## src/rtl/cinc_pkg.sv

```systemverilog
package cinc_pkg;

  // Inclusion policy encodings on policy_sel
  localparam logic [1:0] POL_INCL   = 2'b00;
  localparam logic [1:0] POL_EXCL   = 2'b01;
  localparam logic [1:0] POL_NONINC = 2'b10;

  // Response source codes on rsp_src
  localparam logic [1:0] SRC_L1  = 2'b00;
  localparam logic [1:0] SRC_L2  = 2'b01;
  localparam logic [1:0] SRC_MEM = 2'b10;

  typedef enum logic [2:0] {
    ST_IDLE  = 3'd0,
    ST_LOOK  = 3'd1,
    ST_MEM   = 3'd2,
    ST_FILL2 = 3'd3,
    ST_FILL1 = 3'd4,
    ST_VICT  = 3'd5,
    ST_RESP  = 3'd6
  } seq_st_e;

endpackage

```

## src/rtl/cinc_tag_store.sv

```systemverilog
// Fully associative tag array with compact LRU ages (0 = most recent).
// Valid entries always hold distinct ages 0..count-1.
module cinc_tag_store #(
  parameter int ENTRIES = 4,
  parameter int TAG_W   = 16
) (
  input  logic             clk,
  input  logic             rst_n,
  input  logic             flush_i,
  input  logic [TAG_W-1:0] look_tag_i,
  output logic             look_hit_o,
  input  logic             touch_i,
  input  logic             ins_i,
  input  logic [TAG_W-1:0] ins_tag_i,
  output logic             vic_valid_o,
  output logic [TAG_W-1:0] vic_tag_o,
  input  logic             inv_i,
  input  logic [TAG_W-1:0] inv_tag_i,
  input  logic [TAG_W-1:0] prb_tag_i,
  output logic             prb_hit_o
);

  localparam int AGE_W = (ENTRIES > 1) ? $clog2(ENTRIES) : 1;
  localparam int IDX_W = AGE_W;
  localparam logic [AGE_W-1:0] MAX_AGE = AGE_W'(ENTRIES - 1);

  logic             valid_q [ENTRIES];
  logic [TAG_W-1:0] tag_q   [ENTRIES];
  logic [AGE_W-1:0] age_q   [ENTRIES];
  logic             valid_d [ENTRIES];
  logic [TAG_W-1:0] tag_d   [ENTRIES];
  logic [AGE_W-1:0] age_d   [ENTRIES];

  logic [IDX_W-1:0] look_idx, inv_idx, free_idx, lru_idx, vic_idx;
  logic             inv_hit, free_found, upd_en;

  // Match, free-slot and LRU search
  always_comb begin
    look_hit_o = 1'b0;
    inv_hit    = 1'b0;
    prb_hit_o  = 1'b0;
    free_found = 1'b0;
    look_idx   = '0;
    inv_idx    = '0;
    free_idx   = '0;
    lru_idx    = '0;
    for (int i = 0; i < ENTRIES; i++) begin
      if (valid_q[i] && tag_q[i] == look_tag_i) begin
        look_hit_o = 1'b1;
        look_idx   = IDX_W'(i);
      end
      if (valid_q[i] && tag_q[i] == inv_tag_i) begin
        inv_hit = 1'b1;
        inv_idx = IDX_W'(i);
      end
      if (valid_q[i] && tag_q[i] == prb_tag_i) prb_hit_o = 1'b1;
      if (valid_q[i] && age_q[i] == MAX_AGE) lru_idx = IDX_W'(i);
    end
    for (int i = ENTRIES - 1; i >= 0; i--) begin
      if (!valid_q[i]) begin
        free_found = 1'b1;
        free_idx   = IDX_W'(i);
      end
    end
    vic_idx     = free_found ? free_idx : lru_idx;
    vic_valid_o = !free_found;
    vic_tag_o   = tag_q[lru_idx];
  end

  // Next-state: flush > invalidate > install > touch
  always_comb begin
    valid_d = valid_q;
    tag_d   = tag_q;
    age_d   = age_q;
    if (flush_i) begin
      for (int i = 0; i < ENTRIES; i++) valid_d[i] = 1'b0;
    end else if (inv_i && inv_hit) begin
      valid_d[inv_idx] = 1'b0;
      for (int i = 0; i < ENTRIES; i++)
        if (valid_q[i] && age_q[i] > age_q[inv_idx]) age_d[i] = age_q[i] - 1'b1;
    end else if (ins_i) begin
      for (int i = 0; i < ENTRIES; i++)
        if (valid_q[i] && IDX_W'(i) != vic_idx && age_q[i] < MAX_AGE)
          age_d[i] = age_q[i] + 1'b1;
      valid_d[vic_idx] = 1'b1;
      tag_d[vic_idx]   = ins_tag_i;
      age_d[vic_idx]   = '0;
    end else if (touch_i && look_hit_o) begin
      for (int i = 0; i < ENTRIES; i++)
        if (valid_q[i] && age_q[i] < age_q[look_idx]) age_d[i] = age_q[i] + 1'b1;
      age_d[look_idx] = '0;
    end
  end

  assign upd_en = flush_i | inv_i | ins_i | touch_i;

  always_ff @(posedge clk or negedge rst_n) begin
    if (!rst_n) begin
      for (int i = 0; i < ENTRIES; i++) begin
        valid_q[i] <= 1'b0;
        tag_q[i]   <= '0;
        age_q[i]   <= '0;
      end
    end else if (upd_en) begin
      valid_q <= valid_d;
      tag_q   <= tag_d;
      age_q   <= age_d;
    end
  end

endmodule

```

## src/rtl/cinc_seq.sv

```systemverilog
// Request sequencer: decides fills, moves, victim write-backs and
// back-invalidations per the active inclusion policy.
module cinc_seq
  import cinc_pkg::*;
#(
  parameter int ADDR_W = 16
) (
  input  logic              clk,
  input  logic              rst_n,
  input  logic [1:0]        policy_sel,
  input  logic              req_valid,
  output logic              req_ready,
  input  logic [ADDR_W-1:0] req_addr,
  output logic              rsp_valid,
  output logic [1:0]        rsp_src,
  output logic              mem_req,
  output logic [ADDR_W-1:0] mem_addr,
  input  logic              mem_ack,
  output logic [ADDR_W-1:0] look_tag,
  output logic [1:0]        pol_o,
  output logic              flush,
  input  logic              l1_hit,
  input  logic              l1_vic_valid,
  input  logic [ADDR_W-1:0] l1_vic_tag,
  output logic              l1_touch,
  output logic              l1_ins,
  output logic              l1_inv,
  output logic [ADDR_W-1:0] l1_inv_tag,
  input  logic              l2_hit,
  input  logic              l2_vic_valid,
  input  logic [ADDR_W-1:0] l2_vic_tag,
  output logic              l2_touch,
  output logic              l2_ins,
  output logic [ADDR_W-1:0] l2_ins_tag,
  output logic              l2_inv
);

  seq_st_e           state_q, state_d;
  logic [ADDR_W-1:0] addr_q, addr_d, vtag_q, vtag_d;
  logic [1:0]        src_q, src_d, pol_q, pol_d;
  logic              is_incl, is_excl;

  assign is_incl = (pol_q == POL_INCL);
  assign is_excl = (pol_q == POL_EXCL);

  always_comb begin
    state_d    = state_q;
    addr_d     = addr_q;
    vtag_d     = vtag_q;
    src_d      = src_q;
    pol_d      = pol_q;
    flush      = 1'b0;
    l1_touch   = 1'b0;
    l1_ins     = 1'b0;
    l1_inv     = 1'b0;
    l1_inv_tag = l2_vic_tag;
    l2_touch   = 1'b0;
    l2_ins     = 1'b0;
    l2_ins_tag = addr_q;
    l2_inv     = 1'b0;
    mem_req    = 1'b0;
    rsp_valid  = 1'b0;
    req_ready  = 1'b0;
    unique case (state_q)
      ST_IDLE: begin
        if (policy_sel != pol_q) begin
          flush = 1'b1;
          pol_d = policy_sel;
        end else begin
          req_ready = 1'b1;
          if (req_valid) begin
            addr_d  = req_addr;
            state_d = ST_LOOK;
          end
        end
      end
      ST_LOOK: begin
        if (l1_hit) begin
          l1_touch = 1'b1;
          src_d    = SRC_L1;
          state_d  = ST_RESP;
        end else if (l2_hit) begin
          src_d    = SRC_L2;
          l2_inv   = is_excl;
          l2_touch = !is_excl;
          state_d  = ST_FILL1;
        end else begin
          src_d    = SRC_MEM;
          state_d  = ST_MEM;
        end
      end
      ST_MEM: begin
        mem_req = 1'b1;
        if (mem_ack) state_d = is_excl ? ST_FILL1 : ST_FILL2;
      end
      ST_FILL2: begin
        l2_ins  = 1'b1;
        l1_inv  = is_incl && l2_vic_valid;
        state_d = ST_FILL1;
      end
      ST_FILL1: begin
        l1_ins = 1'b1;
        if (is_excl && l1_vic_valid) begin
          vtag_d  = l1_vic_tag;
          state_d = ST_VICT;
        end else begin
          state_d = ST_RESP;
        end
      end
      ST_VICT: begin
        l2_ins     = 1'b1;
        l2_ins_tag = vtag_q;
        state_d    = ST_RESP;
      end
      ST_RESP: begin
        rsp_valid = 1'b1;
        state_d   = ST_IDLE;
      end
      default: state_d = ST_IDLE;
    endcase
  end

  always_ff @(posedge clk or negedge rst_n) begin
    if (!rst_n) begin
      state_q <= ST_IDLE;
      addr_q  <= '0;
      vtag_q  <= '0;
      src_q   <= SRC_L1;
      pol_q   <= POL_INCL;
    end else begin
      state_q <= state_d;
      addr_q  <= addr_d;
      vtag_q  <= vtag_d;
      src_q   <= src_d;
      pol_q   <= pol_d;
    end
  end

  assign rsp_src  = src_q;
  assign mem_addr = addr_q;
  assign look_tag = addr_q;
  assign pol_o    = pol_q;

endmodule

```

## src/rtl/cache_incl_ctrl.sv

```systemverilog
module cache_incl_ctrl #(
  parameter int ADDR_W     = 16,
  parameter int L1_ENTRIES = 4,
  parameter int L2_ENTRIES = 16
) (
  input  logic              clk,
  input  logic              rst_n,
  input  logic [1:0]        policy_sel,
  input  logic              req_valid,
  output logic              req_ready,
  input  logic [ADDR_W-1:0] req_addr,
  output logic              rsp_valid,
  output logic [1:0]        rsp_src,
  output logic              mem_req,
  output logic [ADDR_W-1:0] mem_addr,
  input  logic              mem_ack,
  input  logic [ADDR_W-1:0] dbg_l1_addr,
  output logic              dbg_l1_hit,
  input  logic [ADDR_W-1:0] dbg_l2_addr,
  output logic              dbg_l2_hit
);

  logic [ADDR_W-1:0] look_tag, l1_vic_tag, l2_vic_tag, l1_inv_tag, l2_ins_tag;
  logic [1:0]        pol_q;
  logic flush, l1_hit, l2_hit, l1_vic_valid, l2_vic_valid;
  logic l1_touch, l1_ins, l1_inv, l2_touch, l2_ins, l2_inv;

  cinc_seq #(.ADDR_W(ADDR_W)) u_seq (
    .clk(clk), .rst_n(rst_n), .policy_sel(policy_sel),
    .req_valid(req_valid), .req_ready(req_ready), .req_addr(req_addr),
    .rsp_valid(rsp_valid), .rsp_src(rsp_src),
    .mem_req(mem_req), .mem_addr(mem_addr), .mem_ack(mem_ack),
    .look_tag(look_tag), .pol_o(pol_q), .flush(flush),
    .l1_hit(l1_hit), .l1_vic_valid(l1_vic_valid), .l1_vic_tag(l1_vic_tag),
    .l1_touch(l1_touch), .l1_ins(l1_ins), .l1_inv(l1_inv), .l1_inv_tag(l1_inv_tag),
    .l2_hit(l2_hit), .l2_vic_valid(l2_vic_valid), .l2_vic_tag(l2_vic_tag),
    .l2_touch(l2_touch), .l2_ins(l2_ins), .l2_ins_tag(l2_ins_tag), .l2_inv(l2_inv)
  );

  cinc_tag_store #(.ENTRIES(L1_ENTRIES), .TAG_W(ADDR_W)) u_l1 (
    .clk(clk), .rst_n(rst_n), .flush_i(flush),
    .look_tag_i(look_tag), .look_hit_o(l1_hit), .touch_i(l1_touch),
    .ins_i(l1_ins), .ins_tag_i(look_tag),
    .vic_valid_o(l1_vic_valid), .vic_tag_o(l1_vic_tag),
    .inv_i(l1_inv), .inv_tag_i(l1_inv_tag),
    .prb_tag_i(dbg_l1_addr), .prb_hit_o(dbg_l1_hit)
  );

  cinc_tag_store #(.ENTRIES(L2_ENTRIES), .TAG_W(ADDR_W)) u_l2 (
    .clk(clk), .rst_n(rst_n), .flush_i(flush),
    .look_tag_i(look_tag), .look_hit_o(l2_hit), .touch_i(l2_touch),
    .ins_i(l2_ins), .ins_tag_i(l2_ins_tag),
    .vic_valid_o(l2_vic_valid), .vic_tag_o(l2_vic_tag),
    .inv_i(l2_inv), .inv_tag_i(look_tag),
    .prb_tag_i(dbg_l2_addr), .prb_hit_o(dbg_l2_hit)
  );

endmodule

```

## config.mk

```make
export PLATFORM = sky130hd
export DESIGN_NAME = cache_incl_ctrl
export DESIGN_NICKNAME = d
export VERILOG_FILES = /design/src/rtl/cinc_pkg.sv /design/src/rtl/cinc_tag_store.sv /design/src/rtl/cinc_seq.sv /design/src/rtl/cache_incl_ctrl.sv
export SDC_FILE = /design/constraint.sdc
export NUM_CORES = 2
export LEC_CHECK = 0
export BUFFER_PORTS_ARGS = -buffer_cell sky130_fd_sc_hd__buf_2
export CORE_ASPECT_RATIO = 0.9
export CORE_MARGIN = 4
export CORE_UTILIZATION = 59
export CTS_BUF_LIST = sky130_fd_sc_hd__clkbuf_8 sky130_fd_sc_hd__clkbuf_16
export DETAILED_ROUTE_END_ITERATION = 10
export PLACE_DENSITY = 0.79
export SLEW_MARGIN = 20
export SYNTH_ARGS = -nofsm -noshare
export SYNTH_HDL_FRONTEND = slang
export SYNTH_SLANG_ARGS = --single-unit
```

## constraint.sdc

```tcl
create_clock -name clk -period 6.75 [get_ports clk]
set_clock_uncertainty 0.05 [all_clocks]
set_input_delay 0.3375 -clock clk [delete_from_list [all_inputs] [get_ports clk]]
set_output_delay 0.3375 -clock clk [all_outputs]
set_load 0.01 [all_outputs]
```

# Yosys cells after proc, flatten, opt, wreduce, memory -nomap -nowiden
# Cells that the tools add are included.
[word_totals]
inputBits = 54
ff_bits = 451
[op_classes]
n_bitwise = 31
n_eq_ne = 111
order_cmp = 72
n_addsub = 40
n_mux = 402
n_reduce_logical = 193
[op_table]
columns = ["operator", "n"]
rows = [
  ["$mux 4", 200],
  ["$eq 16x16->1", 44],
  ["$bwmux 256", 1],
  ["$mux 64", 3],
  ["$mux 16", 10],
  ["$logic_and 1x1->1", 153],
  ["$and 64x64->64", 2],
  ["$mux 2", 64],
  ["$not 64->64", 2],
  ["$mux 1", 90],
  ["$reduce_and 4->1", 22],
  ["$add 4x1->4 const B", 16],
  ["$bmux 16 s4", 1],
  ["$bwmux 64", 1],
  ["$demux 16 s4", 1],
  ["$gt 4x4->1", 16],
  ["$lt 4x4->1", 16],
  ["$lt 4x4->1 const B", 16],
  ["$sub 4x1->4 const B", 16],
  ["$eq 4x4->1 const B", 15],
  ["$ne 2x2->1 const B", 23],
  ["$mux 3", 14],
  ["$bmux 16 s2", 1],
  ["$demux 16 s2", 1],
  ["other kinds (50)", 121],
]

# Longest topological paths before layout
[logic_depth]
ltp_word = 35
ltp_mapped = 34

# Hierarchy
# From an unflattened synthesis, not the netlist that was laid out.
[hier_totals]
cells_unflattened = 5275
hier_area_um2 = 45319.7
[modules_own_cells]
columns = ["mod", "cells_each", "seq_area_each_um2", "instances", "area_each_um2"]
rows = [
  ["cinc_tag_store at u_l2", 4286, 8408.1, 1, 35893.2],
  ["cinc_tag_store at u_l1", 821, 1901.8, 1, 7263.2],
  ["cinc_seq", 168, 975.9, 1, 2163.3],
]

# Worst setup path after synthesis
# No wires, ideal clock.
[synth_path]
path_kind = "register to register"
start = "register u_seq.addr_q[11] (netlist: u_seq.look_tag[11])"
end = "register u_l2.age_q[6] (netlist name)"
stages_incl_launch_ff = 32
arrival_ps = 6574
slack_ps = 48
setup_ps = 78
t_required_ps = 6622
synth_period_minus_slack_ps = 6702
cell_sequence = "dfrtp_1 clkbuf_1 clkbuf_1 clkbuf_1 xor2_1 or4b_2 a21oi_1 o21ba_2 o21ai_0 a21oi_1 o21ai_0 a21o_1 clkbuf_1 nand2_1 clkbuf_1 mux2i_1 mux2_2 nand2_1 o21ai_0 nor2_1 ha_1 nor2b_1 o21ai_0 nand2b_1 a21o_1 or2_2 nor2_1 xnor2_1 o21ai_0 a21oi_1 a31o_2 a21oi_1"
[synth_between]
elab_chain_cells = 32
[synth_lines]
columns = ["item", "line_no", "rtl"]
rows = [
  ["from (decl)", "cinc_seq.sv:39", "logic [ADDR_W-1:0] addr_q, addr_d, vtag_q, vtag_d;"],
  ["from (signal assigned)", "cinc_seq.sv:132", "addr_q <= addr_d;"],
  ["$eq 16x16->1", "cinc_tag_store.sv:48, cinc_tag_store.sv:52", ""],
  ["$logic_and 1x1->1", "cinc_tag_store.sv:48, cinc_tag_store.sv:52", ""],
  ["$mux 1", "cinc_tag_store.sv:48, cinc_tag_store.sv:52", ""],
  ["$mux 2 (2 in series)", "cinc_tag_store.sv:48, cinc_tag_store.sv:52", ""],
  ["$mux 3 (4 in series)", "cinc_tag_store.sv:48, cinc_tag_store.sv:52", ""],
  ["$mux 4 (8 in series)", "cinc_tag_store.sv:48, cinc_tag_store.sv:52", ""],
  ["$not 4->5 (implied by the code)", "cinc_tag_store.sv:80, cinc_tag_store.sv:90, cinc_tag_store.sv:91", ""],
  ["$bmux 4 s4", "cinc_tag_store.sv:80, cinc_tag_store.sv:90", ""],
  ["[5 not listed]", "n/a", ""],
  ["$mux 4", "cinc_tag_store.sv:88", "end else if (touch_i && look_hit_o) begin"],
  ["$mux 4", "cinc_tag_store.sv:81", "end else if (ins_i) begin"],
  ["$mux 4", "cinc_tag_store.sv:77", "end else if (inv_i && inv_hit) begin"],
  ["$mux 4", "cinc_tag_store.sv:75", "if (flush_i) begin"],
  ["$and 64x64->64 (no line)", "n/a", ""],
  ["$mux 64", "cinc_tag_store.sv:88", ""],
  ["$mux 64", "cinc_tag_store.sv:81", ""],
  ["$mux 64", "cinc_tag_store.sv:77", ""],
  ["to (signal assigned)", "cinc_tag_store.sv:107", "age_q <= age_d;"],
  ["to (decl)", "cinc_tag_store.sv:29", "logic [AGE_W-1:0] age_q [ENTRIES];"],
]
# Several ways; a longest one is shown, not always the timed one. The select of a mux whose other input is x is not followed.
# A chain may end at the register's enable or synchronous reset.

# Final worst setup path
[layout_path]
start = "register u_seq.addr_q[8] (netlist: u_seq.look_tag[8])"
end = "register u_l2.age_q[6] (netlist name)"
# Same word-level chain as after synthesis.

==> flow_metrics.tcl <==
set metrics [dict create \
    status "finished clean" \
    layout-drive-gt1-share 0.150 \
    synth_top_flop_cell "dfrtp_1" \
    row_count 88 \
    slew_violations 0 \
    stdcell_count 5705 \
    p_leak_nw 17.6 \
    ant_nets 0 \
    whs_ps 115 \
    required_ps 7240 \
    clkLatencyLatePin_ps 650 \
    synth_edf_count 0 \
    wl_um 180000 \
    ys_warn_count 0 \
    cp-end-kind "flip-flop" \
    synth_area_um2 38400 \
    setup_ws_ps 104 \
    place_hpwl_um 131000 \
    path_common_cell "o21ai_0" \
    cts.sinks 451 \
    overflow 0 \
    viasPerCell 7.20 \
    final_area_um2 43200 \
    power_density_nw_per_um2 320 \
    synth_fp_nets 4884 \
    wl_per_cell_um 31.5 \
    grt_max_degree 158 \
    netlist_instances 4722 \
    fp.dieH_um 250 \
    dp.cells 5577 \
    drt-initial-drc-count 7180 \
    place_area_um2 40900 \
    cts_buffers 51 \
    arrival_ps 7140 \
    max-slew-margin-rel 0.149 \
    final.period_utilization 0.985 \
    fp.dieW_um 277 \
    clkTransAtPathRegs_ps 70 \
    final_cell_mix "xnor2_1, a21oi_1, nor2_1" \
    synthArstFlopShare 1.00 \
    layout_commonest_cell "xnor2_1" \
    critPathMaxFanout 21 \
    start_util 0.598 \
    ys_types 115 \
    via_count 41077 \
    synth.avg_cell_area_um2 8.14 \
    drc 0 \
    grt_pass1_wl_um 259000 \
    antenna_found_initial 6 \
    fp.dieArea_um2 69300 \
    ys_ff_latch 451 \
    core-area_um2 64300 \
    io_pins 77 \
    worst_slew_pin_slew_ps 1270 \
    finalSetupViolCount 0 \
    htreeDepth 2 \
    timing_hold_violations_final 0 \
    clockBufferDepth 3 \
    nNetsFinal 4969 \
    dr.pass1.iters 9 \
    clock.fmax_mhz 150 \
    ys_seq_area_frac 0.294 \
    cts_root_buffer "clkbuf_16" \
    hold_path_class "in -> reg" \
    area_delta_synth_final_pct 12.3 \
    ir_drop_mv 0.491 \
    fin_crit_ps 6650 \
    crit_type "reg -> reg" \
    nFillCells 5364 \
    worstSetupStartpointType "flip-flop" \
    fin_setup_tns_ps 0 \
    grt_usage 0.498 \
    place.gp.congestion 1.16 \
    slowest_stage "or4bb_1" \
    cts_tree "yes" \
    dp_slack_ps 47.4 \
    cp_slowest_stage_delay_ps 520 \
    max-cap-violations 0 \
    grt_pass1_vias 37589 \
    portBuffers 76 \
]
[area by class of cell]
class | instances | area [µm²] | area share
timing repair buffer | 422 | 3210 | 0.0743
clock buffer | 59 | 1390 | 0.0321
sequential | 451 | 11300 | 0.262
antenna | 3 | 7.51 | 0.000174
multi-input combinational | 3786 | 25500 | 0.590
clock inverter | 34 | 365 | 0.00846
tap | 855 | 1070 | 0.0248
inverter | 95 | 357 | 0.00826
[report_power, final]
group,switching [mW],internal [mW]
Clock,1.32,1.71
Combinational,4.42,2.48
Sequential,0.885,3.02
Total,6.62,7.20
[sequential cells by signal (all words and copies together), names as in the netlist]
name	flops
u_l1.tag_q	64
u_l2.valid_q	16
u_seq.state_q	3
u_seq.vtag_q	16
u_seq.pol_o	2
u_l2.tag_q	256
u_l1.age_q	8
u_l1.valid_q	4
u_seq.look_tag	16
u_seq.rsp_src	2
u_l2.age_q	64
[cell usage after synthesis, types with 12 or more instances]
library cell | number | share of area
a21o_1 | 16 | 0.0031
a21oi_1 | 481 | 0.063
a311oi_1 | 24 | 0.0055
or2_2 | 12 | 0.0020
a211oi_1 | 51 | 0.010
and3_1 | 22 | 0.0036
o31ai_1 | 15 | 0.0029
o211ai_1 | 31 | 0.0061
mux2_2 | 89 | 0.026
nand4b_1 | 16 | 0.0036
a221oi_1 | 32 | 0.0073
nand2_1 | 288 | 0.028
o32ai_1 | 12 | 0.0027
a22oi_1 | 13 | 0.0025
o22ai_1 | 21 | 0.0034
or3_1 | 19 | 0.0031
o2111ai_1 | 14 | 0.0032
nand4_1 | 171 | 0.028
o21ai_1 | 12 | 0.0016
mux2i_1 | 78 | 0.020
dfrtp_1 | 451 | 0.29
inv_1 | 95 | 0.0093
a31oi_1 | 27 | 0.0044
and2_1 | 51 | 0.0083
nor3_1 | 84 | 0.011
nand3_1 | 159 | 0.021
or4_1 | 23 | 0.0045
buf_1 | 23 | 0.0022
clkbuf_1 | 309 | 0.030
nor2b_1 | 27 | 0.0044
xnor2_1 | 502 | 0.11
nand2b_1 | 47 | 0.0076
a22o_1 | 21 | 0.0048
and4b_1 | 19 | 0.0049
ha_1 | 108 | 0.035
and4_1 | 16 | 0.0036
nand3b_1 | 26 | 0.0051
o21ai_0 | 256 | 0.033
xor2_1 | 206 | 0.047
nor2_1 | 486 | 0.047
a211o_1 | 30 | 0.0068
buf_2 | 37 | 0.0048
nor4_1 | 92 | 0.015
[logic make-up (layout without fill, tap and decap cells)]
logic type      count (synthesis)  after routing  synth area share
simple gates                 1609           1609             0.215
compound gates               1189           1189             0.195
xor+xnor                      709            709             0.162
buf+inv                       485            610            0.0519
flops                         451            451             0.294
mux                           171            171            0.0478
fa+ha+maj                     108            108            0.0352
other cells                     0              3                 0
[critical path: cells and delay by family (launching register included)]
kind / cells / cell delay, ps
AOI/OAI and AO/OA: 16 / 2910
and+or+nand+nor: 8 / 1760
buffers and inverters: 3 / 550
DFF: 1 / 500
xor gates and xnor gates: 2 / 460
adders and majority gates: 1 / 300
[routing by layer]
metal / GRT usage / vias to the layer above / share of wire
met1: 0.663 / 19554 / 0.37
met5: 0.00693 / - / 0.00023
li1: - / 17117 / -
met3: 0.198 / 840 / 0.16
met4: 0.279 / 6 / 0.075
met2: 0.688 / 3560 / 0.39
[worst paths after layout]
kind | startpoint | endpoint | slack [ps] | cells after the start
min reg2reg | u_seq.rsp_src[1] | u_seq.rsp_src[1] | 420 | 2
min in group asynchronous | rst_n | u_l1.tag_q[11] | 230 | 2
min | req_valid | u_seq.state_q[2] | 120 | 4
max | u_seq.look_tag[8] | u_l2.age_q[6] | 100 | 30
max in group asynchronous | rst_n | u_l2.age_q[9] | 5020 | 3
max reg2reg | u_seq.look_tag[8] | u_l2.age_q[6] | 100 | 30
[per-stage QoR]
stage,total power [mW],util
2_1_floorplan,7.50,-
3_3_place_gp,10.2,0.637
3_5_place_dp,10.3,0.637
4_1_cts,13.3,0.667
5_1_grt,14.1,0.671
6_report,13.8,0.672
[timing repair]
action,4_1_cts,5_1_grt
hold buffers,20,0
setup endpoints to repair,2,61
cloned,0,0
resized for setup,1,32
hold endpoints to repair,81,0
buffers inserted,0,12
pin swaps,0,6
Power figures use the tool's default switching activity.
